### config.mk
export PLATFORM = sky130hd
export DESIGN_NAME = exp_bridge
export DESIGN_NICKNAME = d
export VERILOG_FILES = /design/src/rtl/exp_bridge_pkg.sv /design/src/rtl/exp_window_decode.sv /design/src/rtl/exp_ack_decode.sv /design/src/rtl/exp_wait_timer.sv /design/src/rtl/exp_bridge.sv
export SDC_FILE = /design/constraint.sdc
export NUM_CORES = 1
export LEC_CHECK = 0
export ABC_AREA = 1
export BUFFER_PORTS_ARGS = -buffer_cell sky130_fd_sc_hd__buf_2
export CAP_MARGIN = 20
export CORE_MARGIN = 4
export CORE_UTILIZATION = 43
export CTS_CLUSTER_SIZE = 28
export DETAILED_ROUTE_END_ITERATION = 10
export PLACE_DENSITY = 0.73
export SYNTH_ARGS = -nofsm -noshare
export SYNTH_HDL_FRONTEND = slang
export SYNTH_SLANG_ARGS = --single-unit
### constraint.sdc
create_clock -name clk -period 5.4 [get_ports clk]
set_clock_uncertainty 0.05 [all_clocks]
set_input_delay 1.62 -clock clk [delete_from_list [all_inputs] [get_ports clk]]
set_output_delay 1.62 -clock clk [all_outputs]
set_load 0.02 [all_outputs]
### src/rtl/exp_bridge_pkg.sv
package exp_bridge_pkg;

  typedef enum logic [1:0] {
    ST_IDLE = 2'd0,
    ST_WAIT = 2'd1,
    ST_GAP  = 2'd2
  } br_state_t;

  localparam logic [1:0] ACK_WAIT = 2'b00;
  localparam logic [1:0] ACK_BYTE = 2'b01;

endpackage

### src/rtl/exp_window_decode.sv
module exp_window_decode #(
  parameter int CPU_ADDR_W = 32,
  parameter int WIN_ADDR_W = 21,
  parameter logic [CPU_ADDR_W-1:0] WIN_BASE = 32'h0080_0000
) (
  input  logic [CPU_ADDR_W-1:0] addr,
  output logic                  hit
);
  always_comb
    hit = (addr[CPU_ADDR_W-1:WIN_ADDR_W] == WIN_BASE[CPU_ADDR_W-1:WIN_ADDR_W]);
endmodule

### src/rtl/exp_ack_decode.sv
module exp_ack_decode
  import exp_bridge_pkg::*;
(
  input  logic [1:0] ack,
  output logic       ack_any,
  output logic       ack_narrow
);
  always_comb begin
    ack_any    = (ack != ACK_WAIT);
    ack_narrow = (ack == ACK_BYTE);
  end
endmodule

### src/rtl/exp_wait_timer.sv
module exp_wait_timer #(
  parameter int TIMEOUT = 255
) (
  input  logic clk,
  input  logic rst,
  input  logic clear,
  input  logic run,
  output logic expired
);
  localparam int CW = $clog2(TIMEOUT + 1);
  logic [CW-1:0] cnt;

  always_ff @(posedge clk) begin
    if (rst || clear) cnt <= '0;
    else if (run)     cnt <= cnt + 1'b1;
  end

  always_comb expired = run && (cnt == CW'(TIMEOUT - 1));
endmodule

### src/rtl/exp_bridge.sv
module exp_bridge
  import exp_bridge_pkg::*;
#(
  parameter int CPU_ADDR_W = 32,
  parameter int WIN_ADDR_W = 21,
  parameter int DATA_W     = 32,
  parameter logic [CPU_ADDR_W-1:0] WIN_BASE = 32'h0080_0000,
  parameter int TIMEOUT    = 255
) (
  input  logic                  clk,
  input  logic                  rst,
  input  logic                  req_valid,
  input  logic                  req_write,
  input  logic [CPU_ADDR_W-1:0] req_addr,
  input  logic [DATA_W-1:0]     req_wdata,
  output logic                  req_busy,
  output logic                  req_done,
  output logic                  req_error,
  output logic [DATA_W-1:0]     req_rdata,
  output logic [WIN_ADDR_W-1:0] xb_addr,
  output logic [DATA_W-1:0]     xb_wdata,
  output logic                  xb_write,
  output logic                  xb_strobe,
  input  logic [DATA_W-1:0]     xb_rdata,
  input  logic [1:0]            xb_ack
);
  localparam int BYTES = DATA_W / 8;
  localparam int IDX_W = $clog2(BYTES);
  localparam logic [IDX_W-1:0] IDX_LAST = IDX_W'(BYTES - 1);

  br_state_t             st;
  logic                  hit, ack_any, ack_narrow, expired;
  logic                  narrow_q;
  logic [IDX_W-1:0]      idx;
  logic [DATA_W-1:0]     word_q;

  exp_window_decode #(
    .CPU_ADDR_W (CPU_ADDR_W),
    .WIN_ADDR_W (WIN_ADDR_W),
    .WIN_BASE   (WIN_BASE)
  ) u_dec (
    .addr (req_addr),
    .hit  (hit)
  );

  exp_ack_decode u_ack (
    .ack        (xb_ack),
    .ack_any    (ack_any),
    .ack_narrow (ack_narrow)
  );

  exp_wait_timer #(.TIMEOUT(TIMEOUT)) u_tmr (
    .clk     (clk),
    .rst     (rst),
    .clear   (!xb_strobe),
    .run     (xb_strobe && !ack_any),
    .expired (expired)
  );

  always_ff @(posedge clk) begin
    if (rst) begin
      st        <= ST_IDLE;
      req_busy  <= 1'b0;
      req_done  <= 1'b0;
      req_error <= 1'b0;
      req_rdata <= '0;
      xb_addr   <= '0;
      xb_wdata  <= '0;
      xb_write  <= 1'b0;
      xb_strobe <= 1'b0;
      narrow_q  <= 1'b0;
      idx       <= '0;
      word_q    <= '0;
    end else begin
      req_done  <= 1'b0;
      req_error <= 1'b0;
      case (st)
        ST_IDLE: begin
          if (req_valid && hit) begin
            req_busy  <= 1'b1;
            xb_strobe <= 1'b1;
            xb_write  <= req_write;
            xb_addr   <= req_addr[WIN_ADDR_W-1:0];
            word_q    <= req_wdata;
            if (req_write) xb_wdata <= req_wdata;
            else           req_rdata <= '0;
            narrow_q  <= 1'b0;
            idx       <= '0;
            st        <= ST_WAIT;
          end
        end
        ST_WAIT: begin
          if (expired) begin
            xb_strobe <= 1'b0;
            req_busy  <= 1'b0;
            req_error <= 1'b1;
            st        <= ST_IDLE;
          end else if (ack_any) begin
            xb_strobe <= 1'b0;
            if (!narrow_q && !ack_narrow) begin
              if (!xb_write) req_rdata <= xb_rdata;
              req_done <= 1'b1;
              req_busy <= 1'b0;
              st       <= ST_IDLE;
            end else begin
              narrow_q <= 1'b1;
              if (!xb_write)
                req_rdata[(BYTES-1-int'(idx))*8 +: 8] <= xb_rdata[DATA_W-1 -: 8];
              if (idx == IDX_LAST) begin
                req_done <= 1'b1;
                req_busy <= 1'b0;
                st       <= ST_IDLE;
              end else begin
                idx     <= idx + 1'b1;
                xb_addr <= xb_addr + 1'b1;
                if (xb_write)
                  xb_wdata[DATA_W-1 -: 8] <= word_q[(BYTES-2-int'(idx))*8 +: 8];
                st      <= ST_GAP;
              end
            end
          end
        end
        ST_GAP: begin
          xb_strobe <= 1'b1;
          st        <= ST_WAIT;
        end
        default: st <= ST_IDLE;
      endcase
    end
  end
endmodule

After elaboration in Yosys (flattened, before gate mapping)
Index checks and enable logic that the tools add are counted.

operators by class
  add/sub/neg operators = 6
  $mul = 0
  div/mod/pow operators = 0
  order comparisons = 0
  eq/ne operators = 17
  shifts and indexed selects = 3
  muxes and demuxes = 52
  bitwise operators = 2
  reduce and logical (&&, ||, !) cells = 24

operator list
  operator                 count
  $mux 32                  9
  $mux 21                  5
  $pmux 32 s2              1
  $pmux 21 s2              1
  $mux 8                   5
  $neg 6->33               1
  $shift 8x33->32 const A  1
  $shiftx 8x33->32         1
  $bwmux 32                1
  $shiftx 32x6->8          1
  $add 21x1->21 const B    1
  $mux 2                   10
  $ne 2x2->1 const B       9
  $pmux 8 s2               1
  $mux 1                   14
  $reduce_and 6->1         2
  $eq 11x3->1 const B      1
  $add 8x1->8 const B      1
  $eq 8x8->1 const B       1
  $reduce_and 8->1         1
  $pmux 2 s3               1
  $reduce_and 3->1         2
  $sub 2x2->3 const A      2
  $reduce_and 5->1         1
  19 further kinds         31

storage, ports and cells
  bits in registers = 135
  latch bits = 0
  RAM bits = 0
  bits in read-only memories = 0
  bits of input ports = 102
  output and inout bits = 90
  word-level logic and storage cells = 118
  memories = 0

Logic depth before layout (Yosys ltp)
Gate-level depths: netlist (run 1).

  depth after elaboration = 9
  gate-level depth with buffers = 12
  depth with buffers taken out = 11

Modules after synthesis
Synthesis (run 1) repeated with hierarchy kept, for this count alone.

second synthesis, totals
  cell total of the unflattened synthesis = 1060
  area, all modules = 6817.8 um2

modules (own cells, without submodules)
  module             instances  cells each  area each (um2)  seq. area each (um2)
  exp_bridge         1          986         6336.1           2542.4
  exp_wait_timer     1          52          394.1            160.2
  exp_window_decode  1          18          70.1             0.0
  exp_ack_decode     1          4           17.5             0.0

Worst setup path before layout (run 1)
OpenSTA, ideal clock, no wires.

  kind = input to register
  start point = in xb_ack[1]
  end point = reg req_rdata[14]
  setup time = 112 ps
  arrival = 2570 ps
  data required time = 5238 ps
  slack = 2668 ps
  cell stages on the path = 10
  path buffers = 1
  cells stage by stage = inv_1 nand2_2 nand2_1 nand2_1 or2_2 nand4_4 buf_6 nand2_1 nand2_1 nor2_1

between the ends
  cells in the longest elaborated chain, start to end = 7
  elaborated cells between the ends (all ways) = 14

ends and longest elaborated chain
  element                        RTL line              text
  start, declared                exp_bridge.sv:25      input logic [1:0] xb_ack
  $eq 2x1->1                     exp_ack_decode.sv:10  ack_narrow = (ack == ACK_BYTE);
  $logic_not 1->1                exp_bridge.sv:100     if (!narrow_q && !ack_narrow) begin
  $logic_and 1x1->1              exp_bridge.sv:100
  $mux 32                        exp_bridge.sv:100
  $mux 32                        exp_bridge.sv:98      end else if (ack_any) begin
  $mux 32                        exp_bridge.sv:93      if (expired) begin
  $pmux 32 s2                    exp_bridge.sv:77      case (st)
  end signal, assigned           exp_bridge.sv:101     if (!xb_write) req_rdata <= xb_rdata;
  end signal, assigned by index  exp_bridge.sv:108     req_rdata[(BYTES-1-int'(idx))*8 +: 8] <= xb_rdata[DATA_W-1 -: 8];
  end, declared                  exp_bridge.sv:19      output logic [DATA_W-1:0] req_rdata,

Several ways; a longest one is shown, not always the timed one. The select of a mux whose other input is x is not followed.
A chain may end at the register's enable or synchronous reset.

Worst setup path after layout (run 1)
  start point = in xb_ack[1]
  end point = reg xb_addr[14]

between the ends
  cells in the longest elaborated chain, start to end = 6
  elaborated cells between the ends (all ways) = 11

ends and longest elaborated chain
  element                         RTL line              text
  $reduce_bool 2->1               exp_ack_decode.sv:9   ack_any = (ack != ACK_WAIT);
  $logic_not 1->1                 exp_bridge.sv:56      .run (xb_strobe && !ack_any),
  $logic_and 1x1->1               exp_bridge.sv:56
  $logic_and 1x1->1               exp_wait_timer.sv:18  always_comb expired = run && (cnt == CW'(TIMEOUT - 1));
  $ne 2x2->1 (no line)            n/a
  $reduce_and 6->1 (no line) (*)  n/a
  end signal, assigned            exp_bridge.sv:83      xb_addr <= req_addr[WIN_ADDR_W-1:0];
  end signal, assigned            exp_bridge.sv:115     xb_addr <= xb_addr + 1'b1;
  end, declared                   exp_bridge.sv:20      output logic [WIN_ADDR_W-1:0] xb_addr,

Every way passes the cells marked *; elsewhere a longest branch is shown, timed or not.

==> results of run 1 <==
[worst max-delay path: cells and delay by family]
family,cells,cell delay [ns]
AO/OA/AOI/OAI,1,0.11
buffers and inverters,2,0.16
AND/OR/NAND/NOR,7,1.59
[report_power, final]
part	internal, µW	total (µW)	switching [µW]
registers	1200	1380	177
logic	602	1820	1220
clock network	695	1160	466
total	2500	4360	1860
[cell usage after synthesis, drive strengths merged]
cell type	count
and2	2
dfxtp	135
nor2	153
clkbuf	20
clkinv	1
nor3	3
xor2	3
a31oi	2
nand4	9
and3	2
nand3	34
or2	6
inv	188
ha	12
buf	28
o21ai	89
o22ai	25
a211oi	12
nand3b	5
o21bai	5
a21oi	95
nor4	1
nand2	240
[cells in the final DEF (no fill, tap or decap), types with 6 or more instances in the layout]
cell type,instances
nor2_2,9
nand2_1,235
o21ai_0,66
nor2_1,139
clkbuf_16,17
buf_2,191
a211oi_1,12
inv_1,182
inv_2,6
ha_1,12
o22ai_1,25
o21ai_1,23
nand3_1,29
dfxtp_1,135
a21oi_1,95
[sequential cells by signal, summed over array words and instances, names as in the netlist]
register   cells
st             2
xb_strobe      1
req_busy       1
word_q        32
req_rdata     32
xb_write       1
xb_addr       21
idx            2
narrow_q       1
xb_wdata      32
u_tmr.cnt      8
req_error      1
req_done       1
[metal layers]
| metal | routed length (µm) | track usage (%) |
|---|---|---|
| met4 | 325 | 6.38 |
| met3 | 1370 | 4.67 |
| met1 | 8450 | 26.1 |
| met5 | 15 | 0 |
| met2 | 8540 | 32.7 |
[path summary, 6_finish.rpt]
kind	start	endpoint	slack (ns)	cells after the start
setup / recovery	xb_ack[1]	xb_addr[14]$_SDFFE_PP0P_	2.20	10
hold / removal	word_q[20]$_SDFFE_PP0P_	word_q[20]$_SDFFE_PP0P_	0.39	2
setup reg to reg	idx[0]$_SDFFE_PP0P_	xb_wdata[26]$_SDFFE_PP0P_	2.54	10
hold reg to reg	word_q[20]$_SDFFE_PP0P_	word_q[20]$_SDFFE_PP0P_	0.39	2
[stage by stage]
step / util, % / worst slack (ns)
CTS: 54.1 / 2.06
finish: 54.2 / 2.20
detailed placement: 50.5 / 1.63
floorplan: - / 2.67
global placement: 50.5 / 1.76
global route: 54.2 / 1.98
[kinds of logic after synthesis]
kind of cell / count (synthesis) / share of synthesized area (%)
buf+inv: 237 / 13.8
xor+xnor: 3 / 0.370
fa+ha+maj: 12 / 2.11
simple gates: 455 / 28.6
compound gates: 228 / 17.1
flops: 135 / 38.0
[layout make-up]
cell class	instances	area [µm²]	share of cell area [%]
clock inverter	14	149	1.71
tap	216	270	3.10
sequential	135	2700	31.0
timing repair buffer	196	1010	11.5
multi-input combinational	698	3430	39.4
clock buffer	18	439	5.04
inverter	189	714	8.20
==> run_results.csv, run 1 <==
group,metric,value,unit
status,status,"finished, final reports clean",
yosys,synth.top_cell.area_share,38.0,%
grt,grt_max_degree,67,
yosys,synth_top_cells_by_area,"dfxtp_1, nand2_1, inv_1",
final_layout,drive_gt1_share,21.4,%
sta,fmaxAchievable,313,MHz
placement,dpl.cell_count,1433,
sta,setup_viol,0,
clocking,cts_max_path_buffers,2,
sta,fin_tns_setup,0,ns
worst_setup_path,crit_arrival,3.51,ns
clocking,postCtsSetupRepairBufs,0,
sta,worst_pin_slew,0.962,ns
die,io_pins,192,
die,die_h,137,µm
worst_setup_path,criticalPathCategory,"in -> reg",
clocking,path_clk_slew,0.06,ns
die,die_area,0.0187,mm²
die,design.core.area,0.0161,mm²
yosys,syn_inst,1070,
worst_setup_path,crit_fanout,31,
run,cap_violations,0,
final_layout,area_growth,22.5,%
detailed_routing,remaining_drc_errors,0,
detailed_routing,ant_nets,0,
yosys,syn_nets,1184,
grt,first_global_vias,6306,
worst_setup_path,critPathLaunchType,"input port",
sta,slew_headroom,35.9,%
final_layout,fillers,1625,
hold_path,hp-class,"reg -> reg",
yosys,syn-cell-area,0.00711,mm²
detailed_routing,via_per_inst,4.75,
clocking,tritoncts,"done",
grt,grt_overflow,0,
placement,placed_cell_area,0.00810,mm²
worst_setup_path,crit_top_cell,"nand2_1",
die,start_util,44.3,%
worst_setup_path,cp_slowest_cell,"nand3_2",
final_layout,stdcell_area,0.00871,mm²
placement,place_hpwl,13400,µm
yosys,postSynthAreaPerCell,6.65,µm²
sta,finalHoldViolCount,0,
detailed_routing,wl_per_cell,12.8,µm
pwr,p_total,4360,µW
pwr,power.density,500,mW/mm²
yosys,yosysUniqueCellTypes,38,
final_layout,fin_cells,1466,
final_layout,finalNetCount,1351,
yosys,ys_ff_latch,135,
die,die_w,137,µm
clocking,clock_latency,0.42,ns
sta,finalCritPeriodShare,59.2,%
placement,gp_congestion,0.870,
sta,finalMaxSlewViolations,0,
pwr,p_leak,0.00420,µW
clocking,cts_inserted_buffers,17,
placement,numPortBuffers,191,
final_layout,diodes,0,
clocking,cts_sinks,135,
clocking,root_buffer,"clkbuf_16",
detailed_routing,wirelength,18700,µm
worst_setup_path,critPathCaptureType,"flop",
detailed_routing,dr_total_vias,6970,
worst_setup_path,required,5.71,ns
yosys,synth_top_area_cell,"dfxtp_1",
grt,grt_util_all_layers,20.0,%
worst_setup_path,max_stage_delay,0.59,ns
pwr,peakVddDrop,0.000260,V
grt,grt_pass1_wl,30000,µm
die,fp-row-count,46,
sta,rsz0062_at_grt,"false",
detailed_routing,dr.first_iter.drc_count,323,
yosys,synth_seq_area_share,38.0,%
sta,fin_crit,3.20,ns
worst_setup_path,crit_chain,"buf_2 -> inv_1 -> nand2_2 -> nand3_4 -> nand2_1 -> nor2_4 -> nand3_2 -> nor2_2 -> nand2_1 -> a21oi_1",
clocking,h-tree-depth,4,
detailed_routing,dr.pass1.iters,5,
clocking,cts-hold-fix-buffers,0,
yosys,yosysWarnings,0,
sta,fin_hold_ws,0.392,ns
grt,grt_antenna_before_repair,2,
clocking,ctsResizeCount,0,
Note: power is estimated with default switching activity, not from simulation.
==> run 2, diff against run 1 <==
--- a/config.mk
+++ b/config.mk
@@ -12,7 +12,7 @@
 export CORE_UTILIZATION = 43
 export CTS_CLUSTER_SIZE = 28
 export DETAILED_ROUTE_END_ITERATION = 10
-export PLACE_DENSITY = 0.73
+export PLACE_DENSITY = 0.76
 export SYNTH_ARGS = -nofsm -noshare
 export SYNTH_HDL_FRONTEND = slang
 export SYNTH_SLANG_ARGS = --single-unit
==> constraint.sdc (replaced) <==
create_clock -name clk -period 2.6 [get_ports clk]
set_clock_uncertainty 0.05 [all_clocks]
set_input_delay 0.78 -clock clk [delete_from_list [all_inputs] [get_ports clk]]
set_output_delay 0.78 -clock clk [all_outputs]
set_load 0.02 [all_outputs]
==> run_results.csv, run 2 (synthesis results as in run 1) <==
group,metric,value,unit
status,status,"finished, final reports clean",
final_layout,area_growth,23.3,%
final_layout,drive_gt1_share,21.8,%
final_layout,stdcell_area,0.00877,mm²
final_layout,top_regs,"req_rdata (32), word_q (32), xb_wdata (32)",
detailed_routing,wirelength,18800,µm
sta,slew_headroom,67.5,%
clocking,postCtsSetupRepairBufs,0,
clocking,cts_inserted_buffers,17,
worst_setup_path,crit_arrival,2.51,ns
sta,setup_ws,0.360,ns
die,die_area,0.0187,mm²
detailed_routing,via_per_inst,4.72,
sta,finalMaxSlewViolations,0,
clocking,root_buffer,"clkbuf_16",
pwr,power.density,1040,mW/mm²
sta,setup_viol,0,
die,die_w,137,µm
clocking,cts-hold-fix-buffers,0,
pwr,p_total,9120,µW
pwr,peakVddDrop,0.000550,V
final_layout,layout_commonest_cell,"nand2_1",
die,fp-row-count,46,
worst_setup_path,critPathLaunchType,"flop",
placement,placed_cell_area,0.00819,mm²
clocking,tritoncts,"done",
die,start_util,44.3,%
clocking,cts_max_path_buffers,2,
detailed_routing,dr.first_iter.drc_count,392,
final_layout,mostFrequentLayoutCells,"nand2_1, buf_2, inv_1",
clocking,ctsResizeCount,0,
grt,grt_pass1_wl,30200,µm
clocking,h-tree-depth,4,
placement,gp_congestion,0.857,
grt,grt_overflow,0,
worst_setup_path,criticalPathCategory,"reg -> reg",
worst_setup_path,critPathCaptureType,"flop",
detailed_routing,ant_nets,0,
sta,rsz0062_at_grt,"false",
final_layout,multi_input_area,0.00343,mm²
detailed_routing,dr_total_vias,6951,
final_layout,fillers,1538,
die,die_h,137,µm
placement,dpl.cell_count,1440,
sta,finalHoldViolCount,0,
placement,post-place-ws,0.361,ns
sta,fin_crit,2.24,ns
detailed_routing,remaining_drc_errors,0,
sta,fin_tns_setup,0,ns
placement,place_hpwl,13700,µm
final_layout,finalNetCount,1357,
sta,finalCritPeriodShare,86.2,%
placement,numPortBuffers,191,
sta,worst_pin_slew,0.487,ns
pwr,p_leak,0.00424,µW
detailed_routing,dr.pass1.iters,5,
sta,fmaxAchievable,446,MHz
hold_path,hp-class,"reg -> reg",
clocking,clock_latency,0.43,ns
worst_setup_path,crit_fanout,24,
clocking,cts_sinks,135,
grt,grt_antenna_before_repair,2,
worst_setup_path,required,2.87,ns
final_layout,seqCellArea,0.00270,mm²
grt,grt_max_degree,96,
die,io_pins,192,
final_layout,fin_cells,1473,
run,cap_violations,0,
grt,first_global_vias,6247,
die,design.core.area,0.0161,mm²
detailed_routing,wl_per_cell,12.7,µm
clocking,path_clk_slew,0.07,ns
grt,grt_util_all_layers,20.2,%
==> run 2: cell count changes in the layout (fill, tap and decap cells not counted), sizes merged <==
| cell | before | now |
|---|---|---|
| inv | 192 | 200 |
| buf | 196 | 202 |
| clkinvlp | 4 | 1 |
| bufinv | 2 | 0 |
| clkinv | 5 | 3 |
| clkbuf | 18 | 17 |
| diode | 0 | 1 |
==> run 2: final cells by class <==
type | instances | area share [%]
inverter | 189 | 8.15
antenna | 1 | 0.0285
tap | 216 | 3.08
multi-input combinational | 698 | 39.1
timing repair buffer | 202 | 12.3
sequential | 135 | 30.8
clock inverter | 15 | 1.68
clock buffer | 17 | 4.85
==> run 2: final timing paths <==
kind	from	endpoint	slack, ns	cells past startpoint
worst min-delay path	word_q[8]$_SDFFE_PP0P_	word_q[8]$_SDFFE_PP0P_	0.39	2
worst max-delay path	st[1]$_SDFFE_PP0P_	req_rdata[7]$_SDFFE_PP0P_	0.36	9
worst max register to register	st[1]$_SDFFE_PP0P_	req_rdata[7]$_SDFFE_PP0P_	0.36	9
worst min register to register	word_q[8]$_SDFFE_PP0P_	word_q[8]$_SDFFE_PP0P_	0.39	2
==> run 2: worst max-delay path, stage by stage (launching register included) <==
cell      delay (ns)
dfxtp_1         0.32
inv_1           0.10
ha_1            0.47
clkinv_4        0.32
nor2_4          0.29
nand2_1         0.15
nand4_4         0.23
nand2_1         0.07
nand2_1         0.07
nor2_1          0.06
==> run 2: through the flow <==
stage / hold slack, ns / util [%]
2_1_floorplan: 0.370 / -
6_report: 0.390 / 54.6
3_3_place_gp: 0.379 / 51.0
5_1_grt: 0.403 / 54.6
4_1_cts: 0.392 / 54.6
3_5_place_dp: 0.382 / 51.0
==> run 2: per-layer routing <==
layer  part of all wire [%]  track usage (%)  wire (µm)  vias up
met2                     46             33.7       8620      210
met4                    1.4             6.38        272        4
met1                     45             26.0       8400     3011
li1                       -                -          -     3698
met3                    7.7             4.56       1440       28
met5                   0.13                0         24        -
==> run 2: power breakdown <==
part	internal (µW)	switching, µW	total, µW
sequential	2500	344	2840
clock	1280	1070	2350
combinational	1340	2590	3930
==> run 3, diff against run 2 <==
--- a/config.mk
+++ b/config.mk
@@ -8,7 +8,6 @@
 export ABC_AREA = 1
 export BUFFER_PORTS_ARGS = -buffer_cell sky130_fd_sc_hd__buf_2
 export CAP_MARGIN = 20
-export CORE_MARGIN = 4
 export CORE_UTILIZATION = 43
 export CTS_CLUSTER_SIZE = 28
 export DETAILED_ROUTE_END_ITERATION = 10
==> constraint.sdc (replaced) <==
create_clock -name clk -period 2.6 [get_ports clk]
set_clock_uncertainty 0.05 [all_clocks]
set_input_delay 0.52 -clock clk [delete_from_list [all_inputs] [get_ports clk]]
set_output_delay 0.52 -clock clk [all_outputs]
set_load 0.02 [all_outputs]
==> run_results.csv, run 3 (synthesis results as in run 1) <==
group,metric,value,unit
worst_setup_path,required,2.90,ns
worst_setup_path,criticalPathCategory,"reg -> reg",
detailed_routing,via_per_inst,4.76,
clocking,cts_max_path_buffers,2,
sta,setup_viol,0,
clocking,cts-hold-fix-buffers,0,
placement,place_hpwl,13100,µm
grt,grt_util_met1,27.7,%
clocking,clock_latency,0.42,ns
grt,grt_util_all_layers,21.8,%
final_layout,drive_gt1_share,21.7,%
worst_setup_path,crit_arrival,2.57,ns
clocking,root_buffer,"clkbuf_16",
final_layout,top_regs,"req_rdata (32), word_q (32), xb_wdata (32)",
die,die_h,131,µm
die,die_area,0.0171,mm²
worst_setup_path,crit_fanout,31,
detailed_routing,ant_nets,0,
clocking,h-tree-depth,4,
run,cap_violations,0,
clocking,ctsResizeCount,0,
die,io_pins,192,
sta,worst_pin_slew,0.464,ns
grt,first_global_vias,6198,
pwr,p_leak,0.00422,µW
detailed_routing,wirelength,18200,µm
placement,dpl.cell_count,1438,
die,die_w,131,µm
sta,rsz0062_at_grt,"false",
pwr,power.share.switching,42.7,%
hold_path,hp-class,"in -> reg",
worst_setup_path,critPathCaptureType,"flop",
detailed_routing,dr_total_vias,6999,
die,design.core.area,0.0160,mm²
sta,fmaxAchievable,441,MHz
clocking,cts_inserted_buffers,17,
clocking,cts_sinks,135,
detailed_routing,wl_per_cell,12.4,µm
grt,grt_pass1_wl,29200,µm
sta,fin_crit,2.27,ns
grt,grt_antenna_before_repair,1,
status,status,"finished, final reports clean",
grt,grt_overflow,0,
die,fp-row-count,46,
pwr,p_seq_share,31.3,%
pwr,p_total,9100,µW
grt,use_met3,4.72,%
pwr,power.internal,5220,µW
sta,fin_tns_setup,0,ns
final_layout,area_growth,23.2,%
die,start_util,44.4,%
sta,slew_headroom,69.1,%
pwr,p_clk_share,26.6,%
detailed_routing,dr.pass1.iters,5,
clocking,path_clk_slew,0.06,ns
grt,grt_max_degree,96,
pwr,peakVddDrop,0.000599,V
sta,finalMaxSlewViolations,0,
worst_setup_path,critPathLaunchType,"flop",
placement,gp_congestion,0.859,
grt,busiest_layer,"met2",
pwr,power.density,1040,mW/mm²
sta,finalHoldViolCount,0,
grt,met2_usage,36.5,%
pwr,switchingPower,3880,µW
clocking,postCtsSetupRepairBufs,0,
detailed_routing,dr.first_iter.drc_count,339,
final_layout,fin_cells,1471,
clocking,tritoncts,"done",
final_layout,finalNetCount,1355,
final_layout,mostFrequentLayoutCells,"nand2_1, buf_2, inv_1",
placement,numPortBuffers,191,
final_layout,layout_commonest_cell,"nand2_1",
sta,finalCritPeriodShare,87.2,%
detailed_routing,remaining_drc_errors,0,
pwr,share_comb_of_total_power,42.1,%
worst_setup_path,rrSetupSlack,0.33,ns
run 3: cell types whose count changed in the layout (fill, tap and decap cells not counted):
| cell | change |
|---|---|
| bufinv_16 | +2 |
| buf_4 | -1 |
| clkinv_2 | +1 |
| buf_12 | -1 |
| inv_8 | -6 |
| clkinvlp_4 | +3 |
run 3: area by class of cell:
class,instances,area [µm²]
antenna,1,2.50
fill,1565,7240
multi-input combinational,698,3430
clock buffer,17,425
sequential,135,2700
clock inverter,15,168
timing repair buffer,200,1050
tap,216,270
inverter,189,714
run 3: path summary, 6_finish.rpt:
| path | from | end | depth (start not counted) |
|---|---|---|---|
| worst max-delay path | st[1]$_SDFFE_PP0P_ | xb_addr[3]$_SDFFE_PP0P_ | 9 |
| worst min-delay path | xb_rdata[25] | req_rdata[25]$_SDFFE_PP0P_ | 3 |
| worst max register to register | st[1]$_SDFFE_PP0P_ | xb_addr[3]$_SDFFE_PP0P_ | 9 |
| worst min register to register | xb_wdata[4]$_SDFFE_PP0P_ | xb_wdata[4]$_SDFFE_PP0P_ | 2 |
run 3: stage by stage:
| step | utilization (%) | setup WS, ns | hold slack (ns) | area (µm²) |
|---|---|---|---|---|
| 2_1_floorplan | - | 0.669 | 0.370 | 7110 |
| 3_3_place_gp | 51.0 | 0.422 | 0.379 | 8170 |
| 3_5_place_dp | 51.0 | 0.332 | 0.386 | 8170 |
| 4_1_cts | 54.7 | 0.323 | 0.293 | 8760 |
| 5_1_grt | 54.7 | 0.131 | 0.311 | 8760 |
| 6_report | 54.8 | 0.332 | 0.308 | 8760 |
run 3: power by group through the flow:
stage | Combinational, µW | Clock (µW) | Sequential, µW
2_1_floorplan | 2560 | 0 | 3290
3_3_place_gp | 3750 | 0 | 2880
3_5_place_dp | 3830 | 0 | 2890
4_1_cts | 3850 | 2470 | 2840
5_1_grt | 4340 | 2570 | 2910
6_report | 3830 | 2420 | 2850
run 3: per-layer routing:
layer | vias to the layer above | share of wire, %
li1 | 3697 | -
met1 | 3061 | 47
met2 | 217 | 45
met3 | 24 | 6.6
met4 | 0 | 1.5
met5 | - | 0
run 3: worst max-delay path, stage by stage, from the launching register on:
cell	delay [ns]
dfxtp_1	0.33
inv_1	0.10
ha_1	0.43
clkinv_4	0.31
nor2_8	0.23
nor2_4	0.07
nand3_2	0.07
buf_4	0.34
o21ai_1	0.11
a21oi_1	0.14
